`src/rtl/gpio_edge_pkg.sv`:
```
package gpio_edge_pkg;

  typedef enum logic [1:0] {
    PM_OPEN_DRAIN = 2'b00,
    PM_INPUT      = 2'b01,
    PM_PUSH_PULL  = 2'b10,
    PM_RESERVED   = 2'b11
  } pin_mode_e;

  localparam logic [1:0] RA_MODE_LO = 2'd0;
  localparam logic [1:0] RA_MODE_HI = 2'd1;
  localparam logic [1:0] RA_LEVEL   = 2'd2;
  localparam logic [1:0] RA_EDGE    = 2'd3;

  localparam int EB_EN   = 0;
  localparam int EB_SEL  = 1;
  localparam int EB_FLAG = 2;

endpackage

```
`src/rtl/gpio_sync.sv`:
```
module gpio_sync #(
  parameter int W      = 8,
  parameter int STAGES = 2
) (
  input  logic         clk,
  input  logic         rst_n,
  input  logic [W-1:0] d_i,
  output logic [W-1:0] q_o
);

  logic [W-1:0] stage_q [STAGES];

  always_ff @(posedge clk or negedge rst_n) begin
    if (!rst_n) begin
      for (int s = 0; s < STAGES; s++) stage_q[s] <= '0;
    end else begin
      stage_q[0] <= d_i;
      for (int s = 1; s < STAGES; s++) stage_q[s] <= stage_q[s-1];
    end
  end

  assign q_o = stage_q[STAGES-1];

endmodule

```
`src/rtl/gpio_drive.sv`:
```
module gpio_drive
  import gpio_edge_pkg::*;
#(
  parameter int NPIN = 8
) (
  input  logic [2*NPIN-1:0] mode_vec_i,
  input  logic [NPIN-1:0]   out_bits_i,
  output logic [NPIN-1:0]   pin_out_o,
  output logic [NPIN-1:0]   pin_oe_o
);

  for (genvar i = 0; i < NPIN; i++) begin : g_pin
    pin_mode_e mode;
    assign mode = pin_mode_e'(mode_vec_i[2*i +: 2]);

    always_comb begin
      pin_out_o[i] = 1'b0;
      pin_oe_o[i]  = 1'b0;
      case (mode)
        PM_OPEN_DRAIN: pin_oe_o[i] = ~out_bits_i[i];
        PM_PUSH_PULL: begin
          pin_oe_o[i]  = 1'b1;
          pin_out_o[i] = out_bits_i[i];
        end
        default: begin
          pin_oe_o[i]  = 1'b0;
          pin_out_o[i] = 1'b0;
        end
      endcase
    end
  end

endmodule

```
`src/rtl/gpio_edge_irq.sv`:
```
module gpio_edge_irq (
  input  logic clk,
  input  logic rst_n,
  input  logic level_i,
  input  logic en_i,
  input  logic sel_i,
  input  logic clr_i,
  output logic flag_o
);

  logic prev_q;
  logic hit;

  always_ff @(posedge clk or negedge rst_n) begin
    if (!rst_n) prev_q <= 1'b0;
    else        prev_q <= level_i;
  end

  // select 0: rising, select 1: falling
  assign hit = en_i & (sel_i ? (prev_q & ~level_i) : (~prev_q & level_i));

  // set has priority over the clearing read
  always_ff @(posedge clk or negedge rst_n) begin
    if (!rst_n)     flag_o <= 1'b0;
    else if (hit)   flag_o <= 1'b1;
    else if (clr_i) flag_o <= 1'b0;
  end

  AST_EDGE_SETS_FLAG: assert property (@(posedge clk) disable iff (!rst_n)
    (en_i && !sel_i && !prev_q && level_i) |=> flag_o);

  AST_DISABLED_QUIET: assert property (@(posedge clk) disable iff (!rst_n)
    (!en_i && !flag_o) |=> !flag_o);

  AST_READ_CLEARS: assert property (@(posedge clk) disable iff (!rst_n)
    (clr_i && !hit) |=> !flag_o);

  AST_SET_BEATS_CLEAR: assert property (@(posedge clk) disable iff (!rst_n)
    (clr_i && hit) |=> flag_o);

endmodule

```
`src/rtl/gpio_edge_port.sv`:
```
module gpio_edge_port
  import gpio_edge_pkg::*;
#(
  parameter int DW          = 8,
  parameter int ADDR_W      = 2,
  parameter int IRQ_PIN     = 0,
  parameter int SYNC_STAGES = 2
) (
  input  logic              clk,
  input  logic              rst_n,
  input  logic [ADDR_W-1:0] reg_addr,
  input  logic [DW-1:0]     reg_wdata,
  input  logic              reg_wr,
  input  logic              reg_rd,
  output logic [DW-1:0]     reg_rdata,
  input  logic [DW-1:0]     pin_in,
  output logic [DW-1:0]     pin_out,
  output logic [DW-1:0]     pin_oe,
  output logic              irq_n
);

  localparam int NPIN = DW;

  logic [DW-1:0]     mode_lo_q, mode_hi_q, level_q;
  logic              en_q, sel_q, flag;
  logic [DW-1:0]     pin_sync;
  logic [2*NPIN-1:0] mode_vec;
  logic              sel_lo, sel_hi, sel_lvl, sel_edge;

  assign sel_lo   = (reg_addr == ADDR_W'(RA_MODE_LO));
  assign sel_hi   = (reg_addr == ADDR_W'(RA_MODE_HI));
  assign sel_lvl  = (reg_addr == ADDR_W'(RA_LEVEL));
  assign sel_edge = (reg_addr == ADDR_W'(RA_EDGE));

  always_ff @(posedge clk or negedge rst_n) begin
    if (!rst_n) begin
      mode_lo_q <= '0;
      mode_hi_q <= '0;
      level_q   <= '0;
      en_q      <= 1'b0;
      sel_q     <= 1'b0;
    end else if (reg_wr) begin
      if (sel_lo)  mode_lo_q <= reg_wdata;
      if (sel_hi)  mode_hi_q <= reg_wdata;
      if (sel_lvl) level_q   <= reg_wdata;
      if (sel_edge) begin
        en_q  <= reg_wdata[EB_EN];
        sel_q <= reg_wdata[EB_SEL];
      end
    end
  end

  gpio_sync #(.W(DW), .STAGES(SYNC_STAGES)) u_sync (
    .clk  (clk),
    .rst_n(rst_n),
    .d_i  (pin_in),
    .q_o  (pin_sync)
  );

  assign mode_vec = {mode_hi_q, mode_lo_q};

  gpio_drive #(.NPIN(NPIN)) u_drive (
    .mode_vec_i(mode_vec),
    .out_bits_i(level_q),
    .pin_out_o (pin_out),
    .pin_oe_o  (pin_oe)
  );

  gpio_edge_irq u_irq (
    .clk    (clk),
    .rst_n  (rst_n),
    .level_i(pin_sync[IRQ_PIN]),
    .en_i   (en_q),
    .sel_i  (sel_q),
    .clr_i  (reg_rd && sel_edge),
    .flag_o (flag)
  );

  assign irq_n = ~flag;

  always_ff @(posedge clk or negedge rst_n) begin
    if (!rst_n) begin
      reg_rdata <= '0;
    end else if (reg_rd) begin
      unique case (1'b1)
        sel_lo:   reg_rdata <= mode_lo_q;
        sel_hi:   reg_rdata <= mode_hi_q;
        sel_lvl:  reg_rdata <= pin_sync;
        sel_edge: reg_rdata <= {{(DW-3){1'b0}}, flag, sel_q, en_q};
        default:  reg_rdata <= '0;
      endcase
    end
  end

  for (genvar i = 0; i < NPIN; i++) begin : g_chk
    logic [1:0] m;
    assign m = mode_vec[2*i +: 2];

    AST_RELEASED_IDLE: assert property (@(posedge clk) disable iff (!rst_n)
      (m[0] == 1'b1) |-> (!pin_oe[i] && !pin_out[i]));

    AST_PUSH_PULL_DRIVE: assert property (@(posedge clk) disable iff (!rst_n)
      (m == 2'b10) |-> (pin_oe[i] && pin_out[i] == level_q[i]));

    AST_OPEN_DRAIN_LOW: assert property (@(posedge clk) disable iff (!rst_n)
      (m == 2'b00) |-> (!pin_out[i] && pin_oe[i] == !level_q[i]));
  end

endmodule

```
`config.mk`:
```
export PLATFORM = sky130hd
export DESIGN_NAME = gpio_edge_port
export DESIGN_NICKNAME = d
export VERILOG_FILES = /design/src/rtl/gpio_edge_pkg.sv /design/src/rtl/gpio_sync.sv /design/src/rtl/gpio_drive.sv /design/src/rtl/gpio_edge_irq.sv /design/src/rtl/gpio_edge_port.sv
export SDC_FILE = /design/constraint.sdc
export NUM_CORES = 1
export LEC_CHECK = 0
export BUFFER_PORTS_ARGS = -buffer_cell sky130_fd_sc_hd__buf_4
export CORE_ASPECT_RATIO = 1.25
export CORE_MARGIN = 5
export CORE_UTILIZATION = 53
export CTS_BUF_LIST = sky130_fd_sc_hd__clkbuf_4 sky130_fd_sc_hd__clkbuf_8
export CTS_CLUSTER_DIAMETER = 150
export DETAILED_ROUTE_END_ITERATION = 8
export PLACE_DENSITY = 0.78
export SYNTH_ARGS = -nofsm -noshare
export SYNTH_HDL_FRONTEND = slang
export SYNTH_HIERARCHICAL = 1
export SYNTH_SLANG_ARGS = --single-unit
```
`constraint.sdc`:
```
create_clock -name clk -period 2 [get_ports clk]
set_input_delay 0.2 -clock clk [delete_from_list [all_inputs] [get_ports clk]]
set_output_delay 0.2 -clock clk [all_outputs]
set_load 0.02 [all_outputs]
```
==> results.py <==
metrics = {
    "cts": {
        "root_buffer": "clkbuf_8",
        "clock_latency_ns": 0.30,
        "cts_resized": 0,
        "cts_max_level": 2,
        "cts_sinks": 52,
        "cts.path.max_buffers": 2,
        "clkTransAtPathRegs_ns": 0.09,
        "cts_buffers": 5,
        "cts_tree": "built",
    },
    "logic_synthesis": {
        "synth_nets": 194,
        "syn_inst": 172,
        "yosys_warnings": 6,
        "synth_seq_cells": 52,
        "yosysUniqueCellTypes": 21,
        "syn_area_um2": 2180,
        "syn_area_per_cell_um2": 12.7,
        "ys_seq_area_share_pct": 59.8,
    },
    "routing": {
        "wl_met2_mm": 2.18,
        "top_layer_used": "met4",
        "route.met3.wl_um": 188,
        "drc": 0,
        "drt_first_pass_iters": 4,
        "drtIter0Drc": 82,
        "totalWireLength_mm": 4.27,
        "via_per_inst": 5.04,
        "antenna_left": 0,
        "vias": 1406,
        "drt-wirelength-per-cell_um": 15.3,
        "wl_met1_mm": 1.84,
    },
    "worst_setup_path": {
        "crit_type": "register to primary output",
        "slowest_stage": "dfrtp_1",
        "cp_max_fo": 4,
        "end_kind": "primary output",
        "cp.arrival_ns": 1.06,
        "critical_path.max_stage_delay_ns": 0.40,
        "cp-start-kind": "register",
        "cp.required_ns": 1.80,
        "cp_cell_sequence": "inv_1, a21oi_1, buf_4",
    },
    "die": {
        "io_pins": 47,
        "dieArea_um2": 5490,
        "rows": 26,
        "die_y_um": 81.6,
        "dieWidth_um": 67.3,
        "start_util_pct": 53.9,
        "core_um2": 4030,
    },
    "timing": {
        "rsz0062_at_grt": "false",
        "finalHoldViolCount": 0,
        "min_period_ns": 1.26,
        "finalSetupViolCount": 0,
        "relSlewSlack_pct": 57.8,
        "tns_ns": 0,
        "fin_skew_ns": 0.00792,
        "finalMaxSlewViolations": 0,
        "period_share_pct": 63.0,
        "clock.fmax_ghz": 0.794,
        "tightestPinTransition_ns": 0.633,
    },
    "global_routing": {
        "overflow": 0,
        "grt_pass1_wl_mm": 7.13,
        "grt_max_degree": 53,
        "grt_usage_pct": 17.6,
        "antenna_found_initial": 0,
        "grt_pass1_vias": 1486,
    },
    "cells_and_area": {
        "area_delta_synth_final_pct": 23.6,
        "final_cells": 279,
        "num_antenna_cells": 0,
        "nNetsFinal": 244,
        "layout-drive-gt1-share_pct": 39.9,
    },
    "job": {
        "drv_cap": 0,
    },
    "placement": {
        "io_buffers": 46,
        "gp_congestion": 0.760,
        "dp_cells": 262,
        "dp_hpwl_mm": 3.09,
    },
    "status": {
        "outcome": "finished clean",
    },
    "min_path": {
        "hold_class": "input pin to register",
    },
    "pwr": {
        "ir_worst_vdd_uv": 630,
        "p_leak_uw": 0.00128,
        "p_per_area_nw_per_um2": 954,
    },
}
==> state kept, by name, summed over array words and instances (netlist names), 8 cells and up <==
| register | count |
|---|---|
| reg_rdata | 8 |
| u_sync/stage_q | 8 |
| mode_hi_q | 8 |
| mode_lo_q | 8 |
| u_sync/q_o | 8 |
| level_q | 8 |
==> critical path: cells and delay by family (launching register included) <==
family	cells	cell delay, ns
buf+inv	2	0.21
compound gates	1	0.14
flops	1	0.40
==> cells in the mapped netlist <==
cell type / count / area, µm²
nand2b_1: 5 / 31.3
mux2_2: 26 / 293
nor3b_4: 1 / 18.8
nor2_1: 13 / 48.8
a31oi_1: 5 / 31.3
nand2_1: 14 / 52.6
and2b_2: 1 / 8.76
clkbuf_1: 2 / 7.51
inv_1: 9 / 33.8
nand4bb_1: 1 / 11.3
nand3_1: 2 / 10.0
and3_1: 1 / 6.26
nand4b_1: 1 / 8.76
buf_6: 2 / 22.5
a21oi_1: 8 / 40.0
or2_2: 5 / 31.3
nand3b_2: 2 / 22.5
mux2i_1: 11 / 110
buf_4: 8 / 60.1
o221ai_1: 3 / 26.3
dfrtp_1: 52 / 1300
==> area by class of cell <==
type,count,area [µm²]
fill,327,1350
sequential,52,1300
multi-input combinational,99,751
timing repair buffer,55,435
clock buffer,7,90.1
tap,56,70.1
inverter,9,33.8
clock inverter,1,7.51
==> path summary, 6_finish.rpt <==
check / startpoint / to / slack (ns) / depth (start not counted)
setup / recovery: mode_lo_q[3] / pin_oe[1] / 0.74 / 3
max in group asynchronous: rst_n / level_q[7] / 1.12 / 2
hold / removal: reg_wdata[7] / level_q[7] / 0.14 / 2
hold reg to reg: u_sync/stage_q[11] / u_sync/q_o[3] / 0.36 / 0
setup reg to reg: mode_lo_q[6] / reg_rdata[6] / 0.93 / 3
min in group asynchronous: rst_n / u_sync/stage_q[10] / 0.47 / 2
==> routing by layer <==
layer / GRT usage, % / up-vias
li1: - / 672
met1: 22.0 / 691
met2: 27.8 / 38
met3: 5.20 / 5
met4: 8.32 / 0
met5: 0 / -
==> power breakdown <==
part / total (µW) / internal (µW) / switching, µW
logic: 621 / 310 / 311
registers: 1330 / 1200 / 126
clock network: 617 / 295 / 322
total: 2560 / 1810 / 759
==> cells by family (layout without fill, tap and decap cells) <==
group,after synthesis,after routing,synth area share (%)
flip-flops,52,52,59.8
AND/OR/NAND/NOR,46,46,11.5
multiplexers,37,37,18.5
buffers and inverters,21,72,5.69
AO/OA/AOI/OAI,16,16,4.49
==> stage by stage <==
| stage | instance area [µm²] | setup WS (ns) | util [%] | hold slack, ns | power, µW |
|---|---|---|---|---|---|
| finish | 2690 | 0.740 | 66.7 | 0.145 | 2560 |
| global route | 2690 | 0.651 | 66.7 | 0.135 | 2700 |
| CTS | 2680 | 0.718 | 66.4 | 0.000557 | 2590 |
| detailed placement | 2500 | 0.652 | 62.0 | 0.266 | 1960 |
| global placement | 2500 | 0.691 | 62.0 | 0.249 | 1930 |
| floorplan | 2180 | 0.861 | - | -0.0956 | 1690 |
==> cell usage in the layout (no fill, tap or decap), types with 6 or more instances in the layout <==
master         count
nor2_1            13
dfrtp_1           52
mux2i_1           11
clkbuf_8           6
dlygate4sd3_1      9
buf_4             46
mux2_2            26
nand2_1           14
inv_1              9
a21oi_1            8
==> repair_timing <==
item	in CTS	in global routing
hold buffers	8	1
hold endpoints to repair	59	1
setup buffers	0	0
Power figures use the tool's default switching activity.
